===== src/rtl/pkdot_pkg.sv =====
package pkdot_pkg;
    localparam int WORD_W     = 32;
    localparam int BYTE_W     = 8;
    localparam int HALF_W     = 16;
    localparam int LANES      = WORD_W / BYTE_W;
    localparam int PAIR_LANES = WORD_W / HALF_W;
    localparam int EA_W       = HALF_W + 1;       // widest A element plus sign room
    localparam int EB_W       = BYTE_W + 1;       // B element plus sign room
    localparam int PROD_W     = EA_W + EB_W;

    typedef enum logic {
        MODE_QUAD = 1'b0,
        MODE_PAIR = 1'b1
    } dot_mode_e;

    typedef struct packed {
        dot_mode_e mode;
        logic      half_sel;
        logic      a_signed;
        logic      b_signed;
    } dot_ctrl_t;

    typedef logic signed [PROD_W-1:0] prod_t;
    typedef logic [LANES-1:0][EA_W-1:0]   a_lanes_t;
    typedef logic [LANES-1:0][EB_W-1:0]   b_lanes_t;
    typedef logic [LANES-1:0][PROD_W-1:0] prod_lanes_t;

    // byte widened to the B element width
    function automatic logic [EB_W-1:0] widen_byte(input logic [BYTE_W-1:0] v, input logic sgn);
        return {sgn & v[BYTE_W-1], v};
    endfunction

    // byte widened to the A element width
    function automatic logic [EA_W-1:0] widen_byte_a(input logic [BYTE_W-1:0] v, input logic sgn);
        return {{(EA_W-BYTE_W){sgn & v[BYTE_W-1]}}, v};
    endfunction

    // halfword widened to the A element width
    function automatic logic [EA_W-1:0] widen_half(input logic [HALF_W-1:0] v, input logic sgn);
        return {sgn & v[HALF_W-1], v};
    endfunction
endpackage


===== src/rtl/pkdot_unpack.sv =====
module pkdot_unpack
    import pkdot_pkg::*;
(
    input  logic [WORD_W-1:0] a,
    input  logic [WORD_W-1:0] b,
    input  dot_ctrl_t         ctrl,
    output a_lanes_t          a_el,
    output b_lanes_t          b_el
);
    logic [HALF_W-1:0] b_half;

    assign b_half = ctrl.half_sel ? b[WORD_W-1 -: HALF_W] : b[HALF_W-1:0];

    for (genvar i = 0; i < LANES; i++) begin : g_lane
        logic [EA_W-1:0] quad_a;
        logic [EB_W-1:0] quad_b;
        logic [EA_W-1:0] pair_a;
        logic [EB_W-1:0] pair_b;

        assign quad_a = widen_byte_a(a[i*BYTE_W +: BYTE_W], ctrl.a_signed);
        assign quad_b = widen_byte(b[i*BYTE_W +: BYTE_W], ctrl.b_signed);

        if (i < PAIR_LANES) begin : g_pair
            assign pair_a = widen_half(a[i*HALF_W +: HALF_W], ctrl.a_signed);
            assign pair_b = widen_byte(b_half[i*BYTE_W +: BYTE_W], ctrl.b_signed);
        end else begin : g_idle
            assign pair_a = '0;
            assign pair_b = '0;
        end

        assign a_el[i] = (ctrl.mode == MODE_PAIR) ? pair_a : quad_a;
        assign b_el[i] = (ctrl.mode == MODE_PAIR) ? pair_b : quad_b;
    end
endmodule


===== src/rtl/pkdot_mul_stage.sv =====
module pkdot_mul_stage
    import pkdot_pkg::*;
(
    input  logic              clk,
    input  logic              rst,
    input  logic              fire,
    input  dot_ctrl_t         ctrl_in,
    input  logic [WORD_W-1:0] acc_in,
    input  a_lanes_t          a_el,
    input  b_lanes_t          b_el,
    output logic              s1_valid,
    output dot_ctrl_t         s1_ctrl,
    output logic [WORD_W-1:0] s1_acc,
    output prod_lanes_t       s1_prod
);
    prod_lanes_t prod_d;

    for (genvar i = 0; i < LANES; i++) begin : g_mul
        prod_t pa;
        prod_t pb;
        prod_t pp;
        assign pa = prod_t'($signed(a_el[i]));
        assign pb = prod_t'($signed(b_el[i]));
        assign pp = pa * pb;
        assign prod_d[i] = pp;
    end

    always_ff @(posedge clk) begin
        if (rst) begin
            s1_valid <= 1'b0;
            s1_ctrl  <= '0;
            s1_acc   <= '0;
            s1_prod  <= '0;
        end else begin
            s1_valid <= fire;
            if (fire) begin
                s1_ctrl <= ctrl_in;
                s1_acc  <= acc_in;
                s1_prod <= prod_d;
            end
        end
    end

    // upper lanes must carry nothing in pair mode
    AST_PAIR_UPPER_IDLE: assert property (@(posedge clk) disable iff (rst)
        (s1_valid && s1_ctrl.mode == MODE_PAIR) |-> (s1_prod[2] == '0 && s1_prod[3] == '0));

    // unsigned-by-unsigned never yields a negative product
    AST_UNSIGNED_NONNEG: assert property (@(posedge clk) disable iff (rst)
        (s1_valid && !s1_ctrl.a_signed && !s1_ctrl.b_signed) |->
        !(s1_prod[0][PROD_W-1] | s1_prod[1][PROD_W-1] | s1_prod[2][PROD_W-1] | s1_prod[3][PROD_W-1]));
endmodule


===== src/rtl/pkdot_reduce.sv =====
module pkdot_reduce
    import pkdot_pkg::*;
(
    input  logic              clk,
    input  logic              rst,
    input  logic              s1_valid,
    input  logic [WORD_W-1:0] s1_acc,
    input  prod_lanes_t       s1_prod,
    output logic              out_valid,
    output logic [WORD_W-1:0] out_result
);
    logic [WORD_W-1:0] sum_d;

    always_comb begin
        sum_d = s1_acc;
        for (int i = 0; i < LANES; i++) begin
            sum_d = sum_d + WORD_W'($signed(s1_prod[i]));
        end
    end

    always_ff @(posedge clk) begin
        if (rst) begin
            out_valid  <= 1'b0;
            out_result <= '0;
        end else begin
            out_valid <= s1_valid;
            if (s1_valid) begin
                out_result <= sum_d;
            end
        end
    end

    AST_HOLD_WHEN_IDLE: assert property (@(posedge clk) disable iff (rst)
        !s1_valid |=> $stable(out_result));

    AST_VALID_FOLLOWS_STAGE1: assert property (@(posedge clk) disable iff (rst)
        s1_valid |=> out_valid);
endmodule


===== src/rtl/pkdot_unit.sv =====
module pkdot_unit
    import pkdot_pkg::*;
(
    input  logic        clk,
    input  logic        rst,
    input  logic        in_valid,
    output logic        in_ready,
    input  logic [31:0] in_a,
    input  logic [31:0] in_b,
    input  logic [31:0] in_acc,
    input  logic        in_mode,
    input  logic        in_half_sel,
    input  logic        in_a_signed,
    input  logic        in_b_signed,
    output logic        out_valid,
    output logic [31:0] out_result
);
    logic        ready_q;
    logic        fire;
    dot_ctrl_t   ctrl_in;
    a_lanes_t    a_el;
    b_lanes_t    b_el;
    logic        s1_valid;
    dot_ctrl_t   s1_ctrl;
    logic [WORD_W-1:0] s1_acc;
    prod_lanes_t s1_prod;

    always_ff @(posedge clk) begin
        if (rst) ready_q <= 1'b0;
        else     ready_q <= 1'b1;
    end

    assign in_ready = ready_q;
    assign fire     = in_valid & ready_q;

    assign ctrl_in.mode     = dot_mode_e'(in_mode);
    assign ctrl_in.half_sel = in_half_sel;
    assign ctrl_in.a_signed = in_a_signed;
    assign ctrl_in.b_signed = in_b_signed;

    pkdot_unpack u_unpack (
        .a    (in_a),
        .b    (in_b),
        .ctrl (ctrl_in),
        .a_el (a_el),
        .b_el (b_el)
    );

    pkdot_mul_stage u_mul (
        .clk      (clk),
        .rst      (rst),
        .fire     (fire),
        .ctrl_in  (ctrl_in),
        .acc_in   (in_acc),
        .a_el     (a_el),
        .b_el     (b_el),
        .s1_valid (s1_valid),
        .s1_ctrl  (s1_ctrl),
        .s1_acc   (s1_acc),
        .s1_prod  (s1_prod)
    );

    pkdot_reduce u_red (
        .clk        (clk),
        .rst        (rst),
        .s1_valid   (s1_valid),
        .s1_acc     (s1_acc),
        .s1_prod    (s1_prod),
        .out_valid  (out_valid),
        .out_result (out_result)
    );

    AST_LATENCY_TWO: assert property (@(posedge clk) disable iff (rst)
        out_valid == $past(fire, 2));

    AST_READY_AFTER_RESET: assert property (@(posedge clk) disable iff (rst)
        !$past(rst) |-> in_ready);

    AST_CTRL_TRAVELS: assert property (@(posedge clk) disable iff (rst)
        fire |=> (s1_ctrl == $past(ctrl_in)));
endmodule


===== config.mk =====
export PLATFORM = sky130hd
export DESIGN_NAME = pkdot_unit
export DESIGN_NICKNAME = d
export VERILOG_FILES = /design/src/rtl/pkdot_pkg.sv /design/src/rtl/pkdot_unpack.sv /design/src/rtl/pkdot_mul_stage.sv /design/src/rtl/pkdot_reduce.sv /design/src/rtl/pkdot_unit.sv
export SDC_FILE = /design/constraint.sdc
export NUM_CORES = 2
export LEC_CHECK = 0
export ABC_AREA = 1
export BUFFER_PORTS_ARGS = -buffer_cell sky130_fd_sc_hd__clkbuf_2
export CAP_MARGIN = 5
export CORE_MARGIN = 1.5
export CORE_UTILIZATION = 59
export CTS_CLUSTER_DIAMETER = 80
export DETAILED_ROUTE_END_ITERATION = 8
export PLACE_DENSITY_LB_ADDON = 0.1
export SLEW_MARGIN = 20
export SYNTH_ARGS = -nofsm -noshare
export SYNTH_HDL_FRONTEND = slang
export SYNTH_SLANG_ARGS = --single-unit

===== constraint.sdc =====
create_clock -name clk -period 5.1 [get_ports clk]
set_input_delay 0.255 -clock clk [delete_from_list [all_inputs] [get_ports clk]]
set_output_delay 0.255 -clock clk [all_outputs]
set_load 0.01 [all_outputs]

==> flow_metrics.tcl <==
set metrics [dict create \
    netlist.area_leader.share_pct 34.0 \
    die_width_um 224 \
    required_ps 5450 \
    synthToLayoutAreaGrowth_pct 18.1 \
    yosys-top-cells-count "851 x inv_1, 846 x nand2_1, 592 x nor2_1, 489 x fa_1, 233 x ha_1" \
    die_height_um 224 \
    ys.flop_type "dfxtp_1" \
    std_cell_rows 80 \
    critPathArrivalTime_ps 5190 \
    drc 0 \
    timing.final.setup_violations 0 \
    final_antenna_net_count 0 \
    r2r-start "u_mul.s1_prod[1]" \
    vdd.ir_drop.worst_v 0.000496 \
    finalHoldViolations 0 \
    numCtsBuffers 17 \
    crit_top_cell "inv_1" \
    routed_wl_um 82100 \
    post-place-cells 4981 \
    worst_r2r_endpoint "u_red.out_result[25]" \
    r2r_slack_ps 1040 \
    setup_ws_ps 258 \
    maximum_number_of_pins_on_one_net_before_global_route_repair 108 \
    worstSetupEndpointType "flip-flop" \
    hold_depth 3 \
    async_reset_ff_share_pct 0 \
    synth_cell_types 45 \
    core_um2 47900 \
    largest_cells_by_area_after_synthesis "fa_1 34%, dfxtp_1 12%, inv_1 11%, nand2_1 11%, ha_1 10%" \
    synth-seq-area-share_pct 11.9 \
    cts_hold_buf 0 \
    stdcell_count 5019 \
    first_iter_violations 2084 \
    critical_path_peak_fanout 8 \
    clockBufferDepth 2 \
    mappedNetlistArea_um2 28800 \
    timing.critical_path.from_type "input port" \
    floorplan.die_area_um2 50200 \
    worst_pin_slew_ps 818 \
    status "finished clean" \
    clock_insertion_delay_worst_skew_ps 440 \
    timing.final.crit_share_pct 94.9 \
    synth.largest_area_cell "fa_1" \
    cellPowerDensity_nw_per_um2 559 \
    post_syn_nets 4723 \
    leakage_uw 0.0197 \
    synth_enable_flop_cells 0 \
    synth.most_common_cell "inv_1" \
    min-delay-path-class "in2reg" \
    cts_htree_levels 4 \
    gp_routability_congestion 0.992 \
    timing.hold.worst_endpoint "u_mul.s1_acc[19]" \
    first_global_vias 26100 \
    place_hpwl_um 70800 \
    drv_cap 0 \
    initial_core_util_pct 60.1 \
    cts_root_buffer "clkbuf_16" \
    min_from "in_acc[19]" \
    io_buffers 136 \
    post-route-cell-area_um2 34100 \
    cp_num_buf_inv 12 \
    wire_length_of_the_first_global_routing_pass_um 135000 \
    layout-drive-gt1-share_pct 15.9 \
    slew_margin_rel_pct 45.5 \
    firstDrtPassIters 6 \
    post_dp_cell_area_um2 33200 \
    viasPerCell 5.14 \
    yosys_warnings 0 \
    maxSlewViolCount 0 \
    place_ws_ps -465 \
    cp_slowest_stage_delay_ps 520 \
    synthCells 3898 \
    grt.total_usage_pct 34.2 \
    avgSynthCellArea_um2 7.40 \
    top_level_i_o_count 137 \
    cts.clk_slew.worst_paths_ps 80 \
    layout_min_cycle_time_ps 4840 \
    critical_path_class "in2reg" \
    number_of_antenna_violations_at_the_first_check_in_global_routing 1 \
    post-route-util_pct 71.0 \
    grt_setup_unrepaired "true" \
    rr_worst_depth 18 \
    cts_tree "yes" \
    yosys_register_bits 171 \
    routedWlPerCell_um 16.4 \
    max_freq_mhz 207 \
    clock-sinks 171 \
    fin_nets 5215 \
    timing.critical_path.max_delay_family "adder cells" \
    fin_skew_ps 11.9 \
    dr_total_vias 25800 \
    grt-ovfl-total 0 \
    slowest_stage "fa_1" \
]
## layout make-up
| type | instances | area, um^2 |
|---|---|---|
| timing repair buffer | 545 | 4000 |
| sequential | 171 | 3420 |
| multi-input combinational | 2776 | 21900 |
| tap | 615 | 769 |
| inverter | 879 | 3320 |
| antenna | 1 | 2.50 |
| clock inverter | 14 | 179 |
| fill | 4183 | 13900 |
| clock buffer | 18 | 439 |
## layout by cell type (no fill, tap or decap), types with 8 or more instances in the layout
| cell | instances |
|---|---|
| inv_1 | 847 |
| nand2_1 | 844 |
| nor2_1 | 582 |
| fa_1 | 482 |
| buf_4 | 390 |
| ha_1 | 223 |
| dfxtp_1 | 170 |
| nand3_1 | 161 |
| o21ai_0 | 145 |
| clkbuf_2 | 134 |
| a21oi_1 | 123 |
| xor2_1 | 33 |
| inv_2 | 23 |
| nand4_1 | 19 |
| buf_12 | 19 |
| nor2_2 | 17 |
| clkbuf_16 | 17 |
| o21ai_4 | 11 |
| o21ai_2 | 11 |
| o21bai_1 | 11 |
| a21o_1 | 11 |
| o21ai_1 | 9 |
| xnor2_1 | 9 |
| and2_1 | 8 |
## per-stage QoR
step | TNS [ps] | power (uW) | hold WS (ps)
after floorplan | 0 | 10900 | 397
after global placement | -12330 | 16900 | 468
after detailed placement | -16250 | 17100 | 481
after CTS | 0 | 18600 | 69.2
after global routing | -89.0 | 21100 | 80.4
final | 0 | 19000 | 73.2
## state kept, by name, indices dropped and copies added (netlist names)
signal	cells
u_red.out_valid	1
u_mul.s1_acc	32
u_red.out_result	32
in_ready	1
u_mul.s1_prod	104
u_mul.s1_valid	1
## tightest hold or removal path, stage by stage
cell and delay (ps):
clkbuf_2 70, o21ai_0 70, nor2_1 80
## timing repair
item,CTS,global route
setup buffers,0,5
endpoints found under the setup margin,2,57
resized for setup,1,55
pin swaps,0,3
## logic make-up (layout without fill, tap and decap cells)
| group | count (synthesis) | count (layout) | synth area share (%) |
|---|---|---|---|
| other | 0 | 1 | 0 |
| xor gates and xnor gates | 42 | 42 | 1.28 |
| and+or+nand+nor | 1673 | 1673 | 23.3 |
| adders and majority gates | 722 | 722 | 44.1 |
| DFF | 171 | 171 | 11.9 |
| buffers and inverters | 951 | 1456 | 12.7 |
| AOI/OAI and AO/OA | 339 | 339 | 6.76 |
## worst max path at each step
stage                           start  depth (start not counted)  slack, ps                 to
after detailed placement      in_mode                         26       -470  u_mul.s1_prod[47]
after global placement        in_mode                         26       -430  u_mul.s1_prod[50]
after floorplan               in_mode                         26        110  u_mul.s1_prod[44]
after global routing         in_a[15]                         30        -30  u_mul.s1_prod[51]
final                     in_a_signed                         29        260  u_mul.s1_prod[51]
after CTS                     in_mode                         27         10  u_mul.s1_prod[50]
## power breakdown
part	switching [uW]	internal, uW
Sequential	192	1520
Clock	615	759
Combinational	8930	7010
Total	9730	9290
## metal layers
layer	GRT usage (%)	share of wire (%)
met1	48.3	45
met2	55.6	45
met3	4.75	6.8
met4	9.00	2.7
met5	0	0
Note: power is estimated with default switching activity, not from simulation.
